## config.mk

```make
export PLATFORM = sky130hd
export DESIGN_NAME = fwd_tag_store
export DESIGN_NICKNAME = d
export VERILOG_FILES = /design/src/rtl/ftp_pkg.sv /design/src/rtl/ftp_tag_array.sv /design/src/rtl/ftp_frame_table.sv /design/src/rtl/fwd_tag_store.sv
export SDC_FILE = /design/constraint.sdc
export NUM_CORES = 1
export LEC_CHECK = 0
export BUFFER_PORTS_ARGS = -buffer_cell sky130_fd_sc_hd__buf_2
export CORE_ASPECT_RATIO = 1.2
export CORE_UTILIZATION = 60
export DETAILED_ROUTE_END_ITERATION = 16
export PLACE_DENSITY = 0.88
export SYNTH_ARGS = -nofsm -noshare
export SYNTH_HDL_FRONTEND = slang
export SYNTH_SLANG_ARGS = --single-unit
```

## constraint.sdc

```tcl
create_clock -name clk -period 5 [get_ports clk]
set_input_delay 0.75 -clock clk [delete_from_list [all_inputs] [get_ports clk]]
set_output_delay 0.75 -clock clk [all_outputs]
set_load 0.02 [all_outputs]
```

## src/rtl/ftp_pkg.sv

```systemverilog
package ftp_pkg;
  typedef enum logic [2:0] {
    OP_LOOKUP = 3'd0,
    OP_ALLOC  = 3'd1,
    OP_INVAL  = 3'd2,
    OP_MOVE   = 3'd3,
    OP_PROBE  = 3'd4
  } ftp_op_e;

  typedef enum logic {
    ST_IDLE  = 1'b0,
    ST_MOVE2 = 1'b1
  } ftp_state_e;

  // Highest op code that has a defined meaning.
  localparam logic [2:0] OP_LAST = 3'd4;

  function automatic logic op_known(input logic [2:0] op);
    return op <= OP_LAST;
  endfunction
endpackage

```

## src/rtl/ftp_tag_array.sv

```systemverilog
module ftp_tag_array #(
  parameter int SETS    = 4,
  parameter int WAYS    = 4,
  parameter int TAG_W   = 6,
  parameter int SET_W   = 2,
  parameter int WAY_W   = 2,
  parameter int BANK_W  = 1,
  parameter int FRAME_W = 3
) (
  input  logic               clk,
  input  logic               rst_n,
  input  logic [SET_W-1:0]   lk_set,
  input  logic [TAG_W-1:0]   lk_tag,
  output logic               lk_hit,
  output logic [WAY_W-1:0]   lk_way,
  output logic [BANK_W-1:0]  lk_bank,
  output logic [FRAME_W-1:0] lk_frame,
  output logic               fw_found,
  output logic [WAY_W-1:0]   fw_way,
  input  logic               wr_en,
  input  logic [SET_W-1:0]   wr_set,
  input  logic [WAY_W-1:0]   wr_way,
  input  logic               wr_valid,
  input  logic               wr_tag_en,
  input  logic [TAG_W-1:0]   wr_tag,
  input  logic [BANK_W-1:0]  wr_bank,
  input  logic [FRAME_W-1:0] wr_frame
);
  logic               ent_v [SETS][WAYS];
  logic [TAG_W-1:0]   ent_t [SETS][WAYS];
  logic [BANK_W-1:0]  ent_b [SETS][WAYS];
  logic [FRAME_W-1:0] ent_f [SETS][WAYS];

  // Tag compare across the ways of one set; the first match wins.
  always_comb begin
    lk_hit   = 1'b0;
    lk_way   = '0;
    lk_bank  = '0;
    lk_frame = '0;
    for (int w = 0; w < WAYS; w++) begin
      if (!lk_hit && ent_v[lk_set][w] && ent_t[lk_set][w] == lk_tag) begin
        lk_hit   = 1'b1;
        lk_way   = WAY_W'(w);
        lk_bank  = ent_b[lk_set][w];
        lk_frame = ent_f[lk_set][w];
      end
    end
  end

  // Lowest invalid way of the set.
  always_comb begin
    fw_found = 1'b0;
    fw_way   = '0;
    for (int w = 0; w < WAYS; w++) begin
      if (!fw_found && !ent_v[lk_set][w]) begin
        fw_found = 1'b1;
        fw_way   = WAY_W'(w);
      end
    end
  end

  always_ff @(posedge clk) begin
    if (!rst_n) begin
      for (int s = 0; s < SETS; s++) begin
        for (int w = 0; w < WAYS; w++) begin
          ent_v[s][w] <= 1'b0;
          ent_t[s][w] <= '0;
          ent_b[s][w] <= '0;
          ent_f[s][w] <= '0;
        end
      end
    end else if (wr_en) begin
      ent_v[wr_set][wr_way] <= wr_valid;
      if (wr_tag_en) ent_t[wr_set][wr_way] <= wr_tag;
      ent_b[wr_set][wr_way] <= wr_bank;
      ent_f[wr_set][wr_way] <= wr_frame;
    end
  end
endmodule

```

## src/rtl/ftp_frame_table.sv

```systemverilog
module ftp_frame_table #(
  parameter int BANKS   = 2,
  parameter int FRAMES  = 8,
  parameter int SET_W   = 2,
  parameter int WAY_W   = 2,
  parameter int BANK_W  = 1,
  parameter int FRAME_W = 3
) (
  input  logic               clk,
  input  logic               rst_n,
  input  logic [BANK_W-1:0]  a_bank,
  input  logic [FRAME_W-1:0] a_frame,
  output logic               a_occ,
  output logic [SET_W-1:0]   a_set,
  output logic [WAY_W-1:0]   a_way,
  input  logic [BANK_W-1:0]  b_bank,
  input  logic [FRAME_W-1:0] b_frame,
  output logic               b_occ,
  input  logic [BANK_W-1:0]  al_bank,
  output logic               al_found,
  output logic [FRAME_W-1:0] al_frame,
  input  logic               set_en,
  input  logic [BANK_W-1:0]  set_bank,
  input  logic [FRAME_W-1:0] set_frame,
  input  logic [SET_W-1:0]   set_rset,
  input  logic [WAY_W-1:0]   set_rway,
  input  logic               clr_en,
  input  logic [BANK_W-1:0]  clr_bank,
  input  logic [FRAME_W-1:0] clr_frame
);
  logic [FRAMES-1:0]        occ   [BANKS];
  logic [SET_W-1:0]         rev_s [BANKS][FRAMES];
  logic [WAY_W-1:0]         rev_w [BANKS][FRAMES];
  logic [BANKS-1:0]         bk_found;
  logic [BANKS*FRAME_W-1:0] bk_idx;

  // One lowest-free-frame picker per bank.
  for (genvar b = 0; b < BANKS; b++) begin : g_bank
    logic               fnd;
    logic [FRAME_W-1:0] idx;
    always_comb begin
      fnd = 1'b0;
      idx = '0;
      for (int f = 0; f < FRAMES; f++) begin
        if (!fnd && !occ[b][f]) begin
          fnd = 1'b1;
          idx = FRAME_W'(f);
        end
      end
    end
    assign bk_found[b]                   = fnd;
    assign bk_idx[b*FRAME_W +: FRAME_W] = idx;
  end

  assign al_found = bk_found[al_bank];
  assign al_frame = bk_idx[al_bank*FRAME_W +: FRAME_W];

  assign a_occ = occ[a_bank][a_frame];
  assign a_set = rev_s[a_bank][a_frame];
  assign a_way = rev_w[a_bank][a_frame];
  assign b_occ = occ[b_bank][b_frame];

  always_ff @(posedge clk) begin
    if (!rst_n) begin
      for (int b = 0; b < BANKS; b++) begin
        occ[b] <= '0;
        for (int f = 0; f < FRAMES; f++) begin
          rev_s[b][f] <= '0;
          rev_w[b][f] <= '0;
        end
      end
    end else begin
      if (clr_en) occ[clr_bank][clr_frame] <= 1'b0;
      if (set_en) begin
        occ[set_bank][set_frame]   <= 1'b1;
        rev_s[set_bank][set_frame] <= set_rset;
        rev_w[set_bank][set_frame] <= set_rway;
      end
    end
  end
endmodule

```

## src/rtl/fwd_tag_store.sv

```systemverilog
module fwd_tag_store #(
  parameter int SETS   = 4,
  parameter int WAYS   = 4,
  parameter int BANKS  = 2,
  parameter int FRAMES = 8,
  parameter int TAG_W  = 6,
  localparam int SET_W   = $clog2(SETS),
  localparam int WAY_W   = $clog2(WAYS),
  localparam int BANK_W  = $clog2(BANKS),
  localparam int FRAME_W = $clog2(FRAMES)
) (
  input  logic               clk,
  input  logic               rst_n,
  input  logic               req_valid,
  input  logic [2:0]         req_op,
  input  logic [TAG_W-1:0]   req_tag,
  input  logic [SET_W-1:0]   req_set,
  input  logic [BANK_W-1:0]  req_bank,
  input  logic [FRAME_W-1:0] req_frame,
  input  logic [BANK_W-1:0]  req_dst_bank,
  input  logic [FRAME_W-1:0] req_dst_frame,
  output logic               req_ready,
  output logic               rsp_valid,
  output logic               rsp_ok,
  output logic [SET_W-1:0]   rsp_set,
  output logic [WAY_W-1:0]   rsp_way,
  output logic [BANK_W-1:0]  rsp_bank,
  output logic [FRAME_W-1:0] rsp_frame
);
  import ftp_pkg::*;

  ftp_state_e state;

  // Named internal events, observed by the bound checker.
  logic acc, ev_alloc, ev_inval, ev_move_start, ev_move_commit;

  logic               lk_hit, fw_found;
  logic [WAY_W-1:0]   lk_way, fw_way;
  logic [BANK_W-1:0]  lk_bank;
  logic [FRAME_W-1:0] lk_frame;
  logic               a_occ, b_occ, fr_found;
  logic [SET_W-1:0]   a_set;
  logic [WAY_W-1:0]   a_way;
  logic [FRAME_W-1:0] fr_frame;

  logic [SET_W-1:0]   mv_set;
  logic [WAY_W-1:0]   mv_way;
  logic [BANK_W-1:0]  mv_sbank, mv_dbank;
  logic [FRAME_W-1:0] mv_sframe, mv_dframe;

  logic               tw_en, tw_valid, tw_tag_en;
  logic [SET_W-1:0]   tw_set;
  logic [WAY_W-1:0]   tw_way;
  logic [BANK_W-1:0]  tw_bank;
  logic [FRAME_W-1:0] tw_frame;

  logic               fs_en, fc_en;
  logic [BANK_W-1:0]  fs_bank, fc_bank;
  logic [FRAME_W-1:0] fs_frame, fc_frame;
  logic [SET_W-1:0]   fs_set;
  logic [WAY_W-1:0]   fs_way;

  logic               nx_ok;
  logic [SET_W-1:0]   nx_set;
  logic [WAY_W-1:0]   nx_way;
  logic [BANK_W-1:0]  nx_bank;
  logic [FRAME_W-1:0] nx_frame;

  ftp_tag_array #(
    .SETS(SETS), .WAYS(WAYS), .TAG_W(TAG_W), .SET_W(SET_W),
    .WAY_W(WAY_W), .BANK_W(BANK_W), .FRAME_W(FRAME_W)
  ) u_tags (
    .clk(clk), .rst_n(rst_n),
    .lk_set(req_set), .lk_tag(req_tag),
    .lk_hit(lk_hit), .lk_way(lk_way), .lk_bank(lk_bank), .lk_frame(lk_frame),
    .fw_found(fw_found), .fw_way(fw_way),
    .wr_en(tw_en), .wr_set(tw_set), .wr_way(tw_way), .wr_valid(tw_valid),
    .wr_tag_en(tw_tag_en), .wr_tag(req_tag), .wr_bank(tw_bank), .wr_frame(tw_frame)
  );

  ftp_frame_table #(
    .BANKS(BANKS), .FRAMES(FRAMES), .SET_W(SET_W), .WAY_W(WAY_W),
    .BANK_W(BANK_W), .FRAME_W(FRAME_W)
  ) u_frames (
    .clk(clk), .rst_n(rst_n),
    .a_bank(req_bank), .a_frame(req_frame),
    .a_occ(a_occ), .a_set(a_set), .a_way(a_way),
    .b_bank(req_dst_bank), .b_frame(req_dst_frame), .b_occ(b_occ),
    .al_bank(req_bank), .al_found(fr_found), .al_frame(fr_frame),
    .set_en(fs_en), .set_bank(fs_bank), .set_frame(fs_frame),
    .set_rset(fs_set), .set_rway(fs_way),
    .clr_en(fc_en), .clr_bank(fc_bank), .clr_frame(fc_frame)
  );

  assign req_ready      = (state == ST_IDLE);
  assign acc            = req_valid && req_ready;
  assign ev_alloc       = acc && req_op == OP_ALLOC && !lk_hit && fw_found && fr_found;
  assign ev_inval       = acc && req_op == OP_INVAL && lk_hit;
  assign ev_move_start  = acc && req_op == OP_MOVE && a_occ && !b_occ;
  assign ev_move_commit = (state == ST_MOVE2);

  // Tag-entry write port: commit of a move, allocation or invalidation.
  always_comb begin
    tw_en     = 1'b0;
    tw_valid  = 1'b0;
    tw_tag_en = 1'b0;
    tw_set    = req_set;
    tw_way    = lk_way;
    tw_bank   = lk_bank;
    tw_frame  = lk_frame;
    if (ev_move_commit) begin
      tw_en    = 1'b1;
      tw_valid = 1'b1;
      tw_set   = mv_set;
      tw_way   = mv_way;
      tw_bank  = mv_dbank;
      tw_frame = mv_dframe;
    end else if (ev_alloc) begin
      tw_en     = 1'b1;
      tw_valid  = 1'b1;
      tw_tag_en = 1'b1;
      tw_way    = fw_way;
      tw_bank   = req_bank;
      tw_frame  = fr_frame;
    end else if (ev_inval) begin
      tw_en = 1'b1;
    end
  end

  // Frame-table set and clear ports.
  always_comb begin
    fs_en    = ev_move_commit || ev_alloc;
    fs_bank  = ev_move_commit ? mv_dbank  : req_bank;
    fs_frame = ev_move_commit ? mv_dframe : fr_frame;
    fs_set   = ev_move_commit ? mv_set    : req_set;
    fs_way   = ev_move_commit ? mv_way    : fw_way;
    fc_en    = ev_move_commit || ev_inval;
    fc_bank  = ev_move_commit ? mv_sbank  : lk_bank;
    fc_frame = ev_move_commit ? mv_sframe : lk_frame;
  end

  // Single-cycle response contents; a failure clears every field.
  always_comb begin
    nx_ok    = 1'b0;
    nx_set   = req_set;
    nx_way   = lk_way;
    nx_bank  = lk_bank;
    nx_frame = lk_frame;
    if (op_known(req_op)) begin
      case (req_op)
        OP_LOOKUP, OP_INVAL: nx_ok = lk_hit;
        OP_ALLOC: begin
          nx_ok    = ev_alloc;
          nx_way   = fw_way;
          nx_bank  = req_bank;
          nx_frame = fr_frame;
        end
        OP_PROBE: begin
          nx_ok    = a_occ;
          nx_set   = a_set;
          nx_way   = a_way;
          nx_bank  = req_bank;
          nx_frame = req_frame;
        end
        default: nx_ok = 1'b0;
      endcase
    end
    if (!nx_ok) begin
      nx_set   = '0;
      nx_way   = '0;
      nx_bank  = '0;
      nx_frame = '0;
    end
  end

  always_ff @(posedge clk) begin
    if (!rst_n) begin
      state     <= ST_IDLE;
      rsp_valid <= 1'b0;
      rsp_ok    <= 1'b0;
      rsp_set   <= '0;
      rsp_way   <= '0;
      rsp_bank  <= '0;
      rsp_frame <= '0;
      mv_set    <= '0;
      mv_way    <= '0;
      mv_sbank  <= '0;
      mv_sframe <= '0;
      mv_dbank  <= '0;
      mv_dframe <= '0;
    end else begin
      rsp_valid <= 1'b0;
      if (ev_move_commit) begin
        state     <= ST_IDLE;
        rsp_valid <= 1'b1;
        rsp_ok    <= 1'b1;
        rsp_set   <= mv_set;
        rsp_way   <= mv_way;
        rsp_bank  <= mv_dbank;
        rsp_frame <= mv_dframe;
      end else if (ev_move_start) begin
        state     <= ST_MOVE2;
        mv_set    <= a_set;
        mv_way    <= a_way;
        mv_sbank  <= req_bank;
        mv_sframe <= req_frame;
        mv_dbank  <= req_dst_bank;
        mv_dframe <= req_dst_frame;
      end else if (acc) begin
        rsp_valid <= 1'b1;
        rsp_ok    <= nx_ok;
        rsp_set   <= nx_set;
        rsp_way   <= nx_way;
        rsp_bank  <= nx_bank;
        rsp_frame <= nx_frame;
      end
    end
  end
endmodule

```

==> results.json, run 1 <==
{
  "multi_input_area_um2": 5270,
  "syn_inst": 1100,
  "grt_usage": 0.295,
  "met3_usage": 0.0418,
  "hold_class": "reg2reg",
  "holdBufCountCts": 0,
  "yosysTopAreaCell": "edfxtp_1",
  "synth_compound_gate_area_share": 0.0748,
  "grt_max_degree": 54,
  "synth_ff_type": "edfxtp_1",
  "synth.avg_cell_area_um2": 12.4,
  "reg2reg_depth": 11,
  "dieArea_um2": 23300,
  "pwr-share-clk": 0.420,
  "num-nets-final": 1158,
  "fin_total_pwr_uw": 5170,
  "cp_top_family": "compound AO/OA/AOI/OAI gates",
  "num_rows": 60,
  "crit_type": "in2reg",
  "clock-skew-final_ps": 18.2,
  "setup_tns_ps": 0,
  "yosysTopAreaCellShare": 0.524,
  "path_clk_slew_ps": 70,
  "vias": 9433,
  "min_to": "rsp_way[1]",
  "internal_power_uw": 4030,
  "cts_tree": "yes",
  "area_growth_syn_to_layout_pct": 11.0,
  "finalHoldViolCount": 0,
  "cp.arrival_ps": 4690,
  "final-seq-area_um2": 7970,
  "synthAdderAreaFrac": 0,
  "hold_depth": 2,
  "layout_common_cells": "edfxtp_1 (238), nor2_1 (159), and2_1 (99)",
  "synthXorXnorAreaFrac": 0.0193,
  "seqPwrFrac": 0.506,
  "drc": 0,
  "cts_buffer_depth": 3,
  "place_inst": 1385,
  "worstMarginPinSlew_ps": 1250,
  "switchingPower_uw": 1140,
  "synth_mux_area_frac": 0.136,
  "synth_top_family_by_area": "simple AND/OR/NAND/NOR gates",
  "clock_sinks": 279,
  "overflow": 0,
  "timing.critical_path.required_ps": 5370,
  "num_io_pins": 33,
  "netlist_area_um2": 13600,
  "grt_pass1_wl_mm": 52.7,
  "slew_violations": 0,
  "fmax_mhz": 232,
  "yosysSeqAreaShare": 0.584,
  "routed_wl_mm": 33.4,
  "place_congestion": 0.911,
  "gr-usage-met2": 0.534,
  "cts_setup_buffers": 0,
  "dp_hpwl_mm": 23.3,
  "critPathMaxFanout": 25,
  "grt_pass1_vias": 9572,
  "outcome": "finished clean",
  "die_w_um": 140,
  "synth.distinct_cells": 74,
  "maxCapViolations": 0,
  "use_met1": 0.350,
  "drtPass1Iterations": 8,
  "port_buffers": 32,
  "slowest_stage": "o311ai_1",
  "drive_gt1_frac": 0.185,
  "n_fill_cell": 1495,
  "instances_no_fill": 1437,
  "powerDensity_nw_per_um2": 342,
  "grt_most_used_layer": "met2",
  "antenna_found_initial": 0,
  "async_flop_share": 0,
  "cts_resized": 0,
  "crit_chain": "buf_2 -> buf_4 -> mux2i_1 -> xnor2_1 -> nor3_1 -> o211ai_1 -> nor2_1 -> nand3_1 -> a31oi_1 -> nor2_1 -> o311ai_1 -> a31oi_1",
  "synthSimpleGateAreaFrac": 0.155,
  "p_sw_frac": 0.221,
  "synth_edf_count": 238,
  "r2r_slack_ps": 1260,
  "clkLatencyLatePin_ps": 550,
  "rsz0062_at_grt": "false",
  "cts_max_level": 1,
  "drt-initial-drc-count": 982,
  "antenna_left": 0,
  "reg2reg_from": "u_tags.ent_v[2][0]",
  "syn-num-nets": 1122,
  "finalCritPeriodShare": 0.863,
  "holdCritStartpoint": "rsp_way[1]",
  "die_h_um": 167,
  "leakage_uw": 0.00535,
  "path_buf_inv": 2,
  "ys_warn_count": 0,
  "numCtsBuffers": 28,
  "start_util": 0.610,
  "setup_viol": 0,
  "via_per_inst": 6.56,
  "synth.ff_latch_count": 279,
  "post_drt_wl_per_cell_um": 23.2,
  "r2r-end": "u_frames.rev_s[1][8]",
  "fin_util": 0.677,
  "peakVddDrop_v": 0.000310,
  "layout_commonest_cell": "edfxtp_1",
  "max_stage_delay_ps": 650,
  "core_area_um2": 22400,
  "synth_area_leaders": "edfxtp_1 (52%), mux4_2 (11%), dfxtp_1 (6.0%), and2_1 (4.5%), nor2_1 (4.4%)",
  "min_period_ps": 4310,
  "endpoint_kind": "register",
  "slew_headroom": 0.155,
  "antenna_cells": 0,
  "comb_power_share": 0.074,
  "root_buffer": "clkbuf_16",
  "worstSetupStartpointType": "input pin"
}
[logic make-up (layout without fill, tap and decap cells)]
group | Yosys count | in the layout
XOR/XNOR | 30 | 30
multiplexers | 100 | 100
AND/OR/NAND/NOR | 442 | 442
buffers and inverters | 96 | 154
flip-flops | 279 | 279
AO/OA/AOI/OAI | 153 | 153
[area by class of cell]
cell class | count | share of cell area
timing repair buffer | 77 | 0.0329
clock inverter | 17 | 0.0129
inverter | 25 | 0.00620
clock buffer | 35 | 0.0507
tap | 279 | 0.0231
multi-input combinational | 725 | 0.348
sequential | 279 | 0.526
[per-layer routing]
metal | share of wire | wire length (um)
met5 | 0 | 0
met4 | 0.048 | 1600
met3 | 0.080 | 2680
met2 | 0.53 | 17500
met1 | 0.35 | 11600
[through the flow]
step / worst slack, ps / hold WS [ps] / instance area (um2)
final: 686 / 472 / 15100
after detailed placement: 332 / 457 / 14200
after global routing: 411 / 485 / 15100
after floorplan: 1110 / 435 / 13600
after CTS: 789 / 465 / 15100
after global placement: 451 / 451 / 14200
[synth_stat cells, types with 3 or more instances]
| cell | number |
|---|---|
| o211ai_1 | 9 |
| buf_1 | 6 |
| o21ai_0 | 51 |
| xnor2_1 | 21 |
| or3_1 | 5 |
| and3_1 | 5 |
| dfxtp_1 | 41 |
| o21ai_1 | 3 |
| nor2b_1 | 3 |
| or2_1 | 6 |
| a221oi_1 | 3 |
| a211o_1 | 3 |
| buf_2 | 14 |
| nand4_1 | 8 |
| nor3_1 | 22 |
| mux4_2 | 67 |
| inv_1 | 23 |
| and2_1 | 99 |
| a21oi_1 | 27 |
| xor2_1 | 9 |
| a31oi_1 | 11 |
| nand3_1 | 25 |
| a21o_1 | 5 |
| o31ai_1 | 5 |
| or2_2 | 5 |
| clkbuf_1 | 46 |
| buf_6 | 4 |
| nand2_1 | 88 |
| mux2i_1 | 30 |
| nor2_1 | 159 |
| nand2b_1 | 6 |
| edfxtp_1 | 238 |
[power by group through the flow]
| stage | combinational, uW | clock [uW] | sequential [uW] |
|---|---|---|---|
| floorplan | 254 | 0 | 2660 |
| global placement | 361 | 0 | 2660 |
| detailed placement | 373 | 0 | 2670 |
| CTS | 377 | 2190 | 2620 |
| global route | 404 | 2280 | 2620 |
| finish | 382 | 2170 | 2620 |
[registers in the layout, summed over array words and instances (netlist names)]
name,flops
rsp_set,2
rsp_frame,3
u_frames.rev_s,32
mv_sframe,3
u_tags.ent_f,48
mv_dbank,1
rsp_valid,1
u_tags.ent_v,16
rsp_bank,1
rsp_way,2
u_frames.occ,16
mv_dframe,3
u_tags.ent_b,16
u_tags.ent_t,96
mv_sbank,1
mv_set,2
rsp_ok,1
u_frames.rev_w,32
ev_move_commit,1
mv_way,2
[worst reg2reg max path, delay by kind of cell, from the launching register on]
family / cells / cell delay [ps]
and+or+nand+nor: 7 / 1760
muxes: 1 / 550
AOI/OAI and AO/OA: 2 / 480
DFF: 1 / 450
buffers and inverters: 1 / 200
[worst max path at each step]
stage,from,to,depth (start not counted)
floorplan,req_set[0],u_tags.ent_t[0][18],11
global placement,req_set[0],u_frames.occ[0][6],11
detailed placement,req_set[0],u_tags.ent_t[1][2],11
CTS,req_set[0],u_frames.occ[0][6],11
global route,req_set[1],u_frames.occ[0][6],12
finish,req_set[1],u_frames.occ[0][6],12
Note: power is estimated with default switching activity, not from simulation.
==> run 2: changes to the inputs <==
--- a/config.mk
+++ b/config.mk
@@ -6,10 +6,12 @@
 export NUM_CORES = 1
 export LEC_CHECK = 0
 export BUFFER_PORTS_ARGS = -buffer_cell sky130_fd_sc_hd__buf_2
+export CELL_PAD_IN_SITES_DETAIL_PLACEMENT = 0
+export CELL_PAD_IN_SITES_GLOBAL_PLACEMENT = 2
 export CORE_ASPECT_RATIO = 1.2
-export CORE_UTILIZATION = 60
+export CORE_UTILIZATION = 44
 export DETAILED_ROUTE_END_ITERATION = 16
-export PLACE_DENSITY = 0.88
+export PLACE_DENSITY = 0.9
 export SYNTH_ARGS = -nofsm -noshare
 export SYNTH_HDL_FRONTEND = slang
 export SYNTH_SLANG_ARGS = --single-unit
==> run 2 against run 1 <==
  * Flip-flop and latch count is the same
  * Clock skew shrank 4.2 ps
  * First-iteration DRC count shrank 22%
  * Die area grew 36%
  * Count of clock-buffer cells in the layout shrank 4
  * Via count shrank 4.2%
  * Largest cell class unchanged
==> results.json, run 2 (synthesis results as in run 1) <==
{
  "outcome": "finished clean",
  "cp_common_cell": "nand2_1",
  "fmax_mhz": 244,
  "dpl_worst_slack_ps": 370,
  "path_clk_slew_ps": 70,
  "design_area_um2": 15400,
  "slew_violations": 0,
  "endpoint_kind": "register",
  "min_period_ps": 4100,
  "met3_length_mm": 1.89,
  "worstMarginPinSlew_ps": 1020,
  "crit_chain": "buf_2 -> mux4_2 -> xnor2_1 -> nand4_1 -> or4_4 -> o21ai_2 -> buf_4 -> o311ai_1 -> a31oi_2 -> nand2_1 -> nand2_1 -> nor2_1",
  "clock-skew-final_ps": 14.0,
  "cts_tree": "yes",
  "wl_met2_mm": 18.7,
  "die_h_um": 195,
  "timing.critical_path.required_ps": 5280,
  "hold_class": "reg2reg",
  "crit_type": "in2reg",
  "cp.arrival_ps": 4380,
  "die_w_um": 163,
  "num_rows": 70,
  "top_regs": "u_tags.ent_t (96), u_tags.ent_f (48)",
  "vias": 9041,
  "setup_viol": 0,
  "setup_tns_ps": 0,
  "overflow": 0,
  "num_io_pins": 33,
  "antenna_left": 0,
  "clkLatencyLatePin_ps": 560,
  "cts_buffer_depth": 3,
  "dieArea_um2": 31700,
  "m1WireLength_mm": 13.8,
  "fin_ws_ps": 896,
  "peakVddDrop_v": 0.000250,
  "powerDensity_nw_per_um2": 325,
  "timing.hold.ws_ps": 459,
  "num-nets-final": 1180,
  "grt_usage": 0.229,
  "largest_reg_flops": 96,
  "drtPass1Iterations": 5,
  "clock_sinks": 279,
  "place_congestion": 0.888,
  "routed_wl_mm": 35.2,
  "cts_setup_buffers": 0,
  "maxCapViolations": 0,
  "top_layer": "met4",
  "layout_commonest_cell": "edfxtp_1",
  "slowest_stage": "or4_4",
  "layout_common_cells": "edfxtp_1 (238), nor2_1 (159), and2_1 (99)",
  "port_buffers": 32,
  "start_util": 0.448,
  "area_growth_syn_to_layout_pct": 12.6,
  "top_register": "u_tags.ent_t",
  "antenna_found_initial": 0,
  "max_stage_delay_ps": 640,
  "antenna_cells": 0,
  "grt_pass1_vias": 9120,
  "drt-initial-drc-count": 766,
  "cts_max_level": 1,
  "grt_max_degree": 39,
  "leakage_uw": 0.00540,
  "drc": 0,
  "worstSetupStartpointType": "input pin",
  "drive_gt1_frac": 0.197,
  "grt_pass1_wl_mm": 54.8,
  "slew_headroom": 0.310,
  "finalCritPeriodShare": 0.821,
  "numCtsBuffers": 28,
  "finalHoldViolCount": 0,
  "via_per_inst": 5.74,
  "holdBufCountCts": 0,
  "post_drt_wl_per_cell_um": 22.4,
  "core_area_um2": 30500,
  "dpl_cell_area_um2": 14500,
  "cts_resized": 0,
  "dp_hpwl_mm": 25.5,
  "critPathMaxFanout": 16,
  "rsz0062_at_grt": "false",
  "root_buffer": "clkbuf_16"
}
-- run 2: cell types whose count changed in the layout (fill, tap and decap cells not counted), sizes merged --
cell | previous run | this run
clkinv | 12 | 18
buf | 77 | 99
clkbuf | 35 | 31
clkinvlp | 1 | 2
bufinv | 4 | 1
-- run 2: final timing paths --
path | from | to | slack (ps) | depth (start not counted)
worst min-delay path | rsp_way[1] | rsp_way[1] | 460 | 2
worst max-delay path | req_set[0] | u_tags.ent_b[1][0] | 900 | 12
worst min register to register | rsp_way[1] | rsp_way[1] | 460 | 2
worst max register to register | u_tags.ent_t[3][23] | u_tags.ent_b[1][0] | 1300 | 11
-- run 2: final cells by class --
class / instances / area (um2)
fillers: 2763 / 15100
flip-flops and latches: 279 / 7970
multi-input cells: 725 / 5270
clock buffers: 31 / 712
repair buffers: 99 / 676
well taps: 396 / 495
clock inverters: 21 / 149
inverters: 25 / 93.8
-- run 2: metal layers --
metal | track usage | up-vias
met3 | 0.0314 | 62
met1 | 0.287 | 4535
li1 | - | 4172
met2 | 0.408 | 272
met5 | 0 | -
met4 | 0.0672 | 0
-- run 2: power breakdown --
| group | leakage [uW] | switching (uW) | internal [uW] | total (uW) |
|---|---|---|---|---|
| clock network | 0.000421 | 897 | 1080 | 1980 |
| registers | 0.00278 | 24.3 | 2590 | 2610 |
| logic | 0.00220 | 243 | 152 | 395 |
| total | 0.00540 | 1160 | 3820 | 4990 |
-- run 2: worst max-delay path, delay by kind of cell --
kind / cells / cell delay [ps]
multiplexers: 1 / 620
AND/OR/NAND/NOR: 5 / 1480
XOR/XNOR: 1 / 230
buffers and inverters: 2 / 630
AO/OA/AOI/OAI: 3 / 660
-- run 2: through the flow --
stage	util	total power, uW	instances
after global placement	0.476	3060	1524
after global routing	0.504	5140	1576
after detailed placement	0.476	3060	1524
after floorplan	-	2910	1100
final	0.504	4990	1576
after CTS	0.504	5020	1576
==> run 3: changes to the inputs <==
==> constraint.sdc (replaced) <==
create_clock -name clk -period 3.8 [get_ports clk]
set_input_delay 0.57 -clock clk [delete_from_list [all_inputs] [get_ports clk]]
set_output_delay 0.57 -clock clk [all_outputs]
set_load 0.02 [all_outputs]
==> run 3 against run 2 <==
  * Clock power is 39% higher
  * Global-route usage is 0.16 points higher
  * Sequential power is 32% higher
  * Total power is 35% higher
  * Non-clock buffer count is 86 higher
  * First-iteration DRC count is 9.1% lower
  * Design area is 4.7% higher
  * Setup slack worse by 540 ps
  * Clock skew is 2.7 ps higher
  * Hold slack worse by 180 ps
  * Critical path type is now reg2reg
==> results.json, run 3 (synthesis results as in run 1) <==
{
  "crit_chain": "mux4_2 -> nand2_1 -> nor2_1 -> nor4_2 -> buf_4 -> o211ai_1 -> buf_4 -> nor2_1 -> nand4_1 -> buf_4 -> o21ai_0 -> buf_4",
  "num-nets-final": 1266,
  "drt-initial-drc-count": 696,
  "setup_viol": 0,
  "cts_tree": "yes",
  "place_congestion": 0.856,
  "antenna_cells": 0,
  "root_buffer": "clkbuf_16",
  "worstSetupStartpointType": "register",
  "drc": 0,
  "outcome": "finished clean",
  "cts_max_level": 1,
  "cts_setup_buffers": 0,
  "routed_wl_mm": 35.8,
  "drtPass1Iterations": 5,
  "n_fill_cell": 2668,
  "overflow": 0,
  "top_register": "u_tags.ent_t",
  "path_clk_slew_ps": 60,
  "grt_pass1_vias": 9427,
  "startpoint": "u_tags.ent_v[1][2]",
  "maxCapViolations": 0,
  "num_io_pins": 33,
  "pwr-share-clk": 0.408,
  "seqPwrFrac": 0.510,
  "antenna_found_initial": 0,
  "die_w_um": 163,
  "slew_violations": 0,
  "powerDensity_nw_per_um2": 420,
  "timing.critical_path.required_ps": 4060,
  "start_util": 0.448,
  "drive_gt1_frac": 0.254,
  "p_sw_frac": 0.225,
  "grt_pass1_wl_mm": 54.8,
  "path_buf_inv": 4,
  "rsz0062_at_grt": "false",
  "dp_hpwl_mm": 26.5,
  "die_h_um": 195,
  "max_stage_delay_ps": 500,
  "switchingPower_uw": 1520,
  "cts_resized": 0,
  "layout_commonest_cell": "edfxtp_1",
  "critPathMaxFanout": 8,
  "crit_type": "reg2reg",
  "antenna_left": 0,
  "numCtsBuffers": 28,
  "cp.arrival_ps": 3700,
  "clkLatencyLatePin_ps": 550,
  "grt_max_degree": 73,
  "clock-skew-final_ps": 16.7,
  "slew_headroom": 0.371,
  "fin_total_pwr_uw": 6750,
  "peakVddDrop_v": 0.000371,
  "vias": 9257,
  "largest_reg_flops": 96,
  "finalCritPeriodShare": 0.905,
  "leakage_uw": 0.00582,
  "layout_common_cells": "edfxtp_1 (238), nor2_1 (159), buf_4 (150)",
  "fmax_mhz": 291,
  "reg2reg_from": "u_tags.ent_v[1][2]",
  "post_drt_wl_per_cell_um": 21.5,
  "cts_buffer_depth": 3,
  "comb_power_share": 0.083,
  "endpoint_kind": "register",
  "holdCritStartpoint": "req_dst_frame[1]",
  "via_per_inst": 5.57,
  "timing.hold.ws_ps": 281,
  "area_growth_syn_to_layout_pct": 18.0,
  "holdBufCountCts": 0,
  "cp_common_cell": "buf_4",
  "internal_power_uw": 5230,
  "core_area_um2": 30500,
  "cp_top_family": "simple AND/OR/NAND/NOR gates",
  "min_period_ps": 3440,
  "dieArea_um2": 31700,
  "num_rows": 70,
  "finalHoldViolCount": 0,
  "hold_class": "in2reg",
  "worstMarginPinSlew_ps": 931,
  "port_buffers": 32,
  "grt_usage": 0.231,
  "top_regs": "u_tags.ent_t (96), u_tags.ent_f (48)",
  "clock_sinks": 279,
  "slowest_stage": "mux4_2"
}
-- run 3: cell count changes in the layout (fill, tap and decap cells not counted), moves of 2 or more --
cell	previous run	this run
clkinvlp_4	2	5
bufinv_16	1	3
buf_12	1	3
clkinvlp_2	0	2
buf_4	66	150
clkinv_1	8	5
clkinv_4	2	0
-- run 3: through the flow --
| stage | TNS [ps] | setup WS (ps) | cells | cell area [um2] | utilization |
|---|---|---|---|---|---|
| 6_report | 0 | 360 | 1662 | 16100 | 0.528 |
| 5_1_grt | 0 | 213 | 1662 | 16100 | 0.528 |
| 4_1_cts | 0 | 340 | 1662 | 16100 | 0.528 |
| 3_5_place_dp | -11600 | -208 | 1610 | 15200 | 0.498 |
| 3_3_place_gp | -10200 | -209 | 1610 | 15200 | 0.498 |
| 2_1_floorplan | 0 | 95.0 | 1100 | 13600 | - |
-- run 3: cell type report --
type	instances	area [um2]	share of cell area
sequential	279	7970	0.495
tap	396	495	0.0308
clock inverter	20	183	0.0114
timing repair buffer	185	1350	0.0837
inverter	25	93.8	0.00583
clock buffer	32	737	0.0458
multi-input combinational	725	5270	0.327
-- run 3: layer usage --
layer / part of all wire / GRT usage / up-vias
li1: - / - / 4342
met1: 0.39 / 0.273 / 4557
met2: 0.53 / 0.421 / 273
met3: 0.044 / 0.0248 / 85
met4: 0.040 / 0.0976 / 0
met5: 0 / 0 / -
-- run 3: tightest hold or removal path, delay by kind of cell --
| kind | cells | cell delay, ps |
|---|---|---|
| buffers and inverters | 1 | 90 |
| AND/OR/NAND/NOR | 1 | 70 |
| multiplexers | 1 | 60 |
-- run 3: path summary, 6_finish.rpt --
kind	to	slack (ps)	cells past startpoint
hold / removal	mv_dframe[1]	280	3
hold reg to reg	rsp_way[1]	450	2
setup / recovery	u_tags.ent_t[3][10]	360	12
setup reg to reg	u_tags.ent_t[3][10]	360	12
-- run 3: power by group through the flow --
stage	Sequential, uW	Combinational [uW]	Clock [uW]
6_report	3440	559	2750
5_1_grt	3450	597	2910
4_1_cts	3440	563	2790
3_5_place_dp	3510	561	0
3_3_place_gp	3500	554	0
2_1_floorplan	3490	334	0
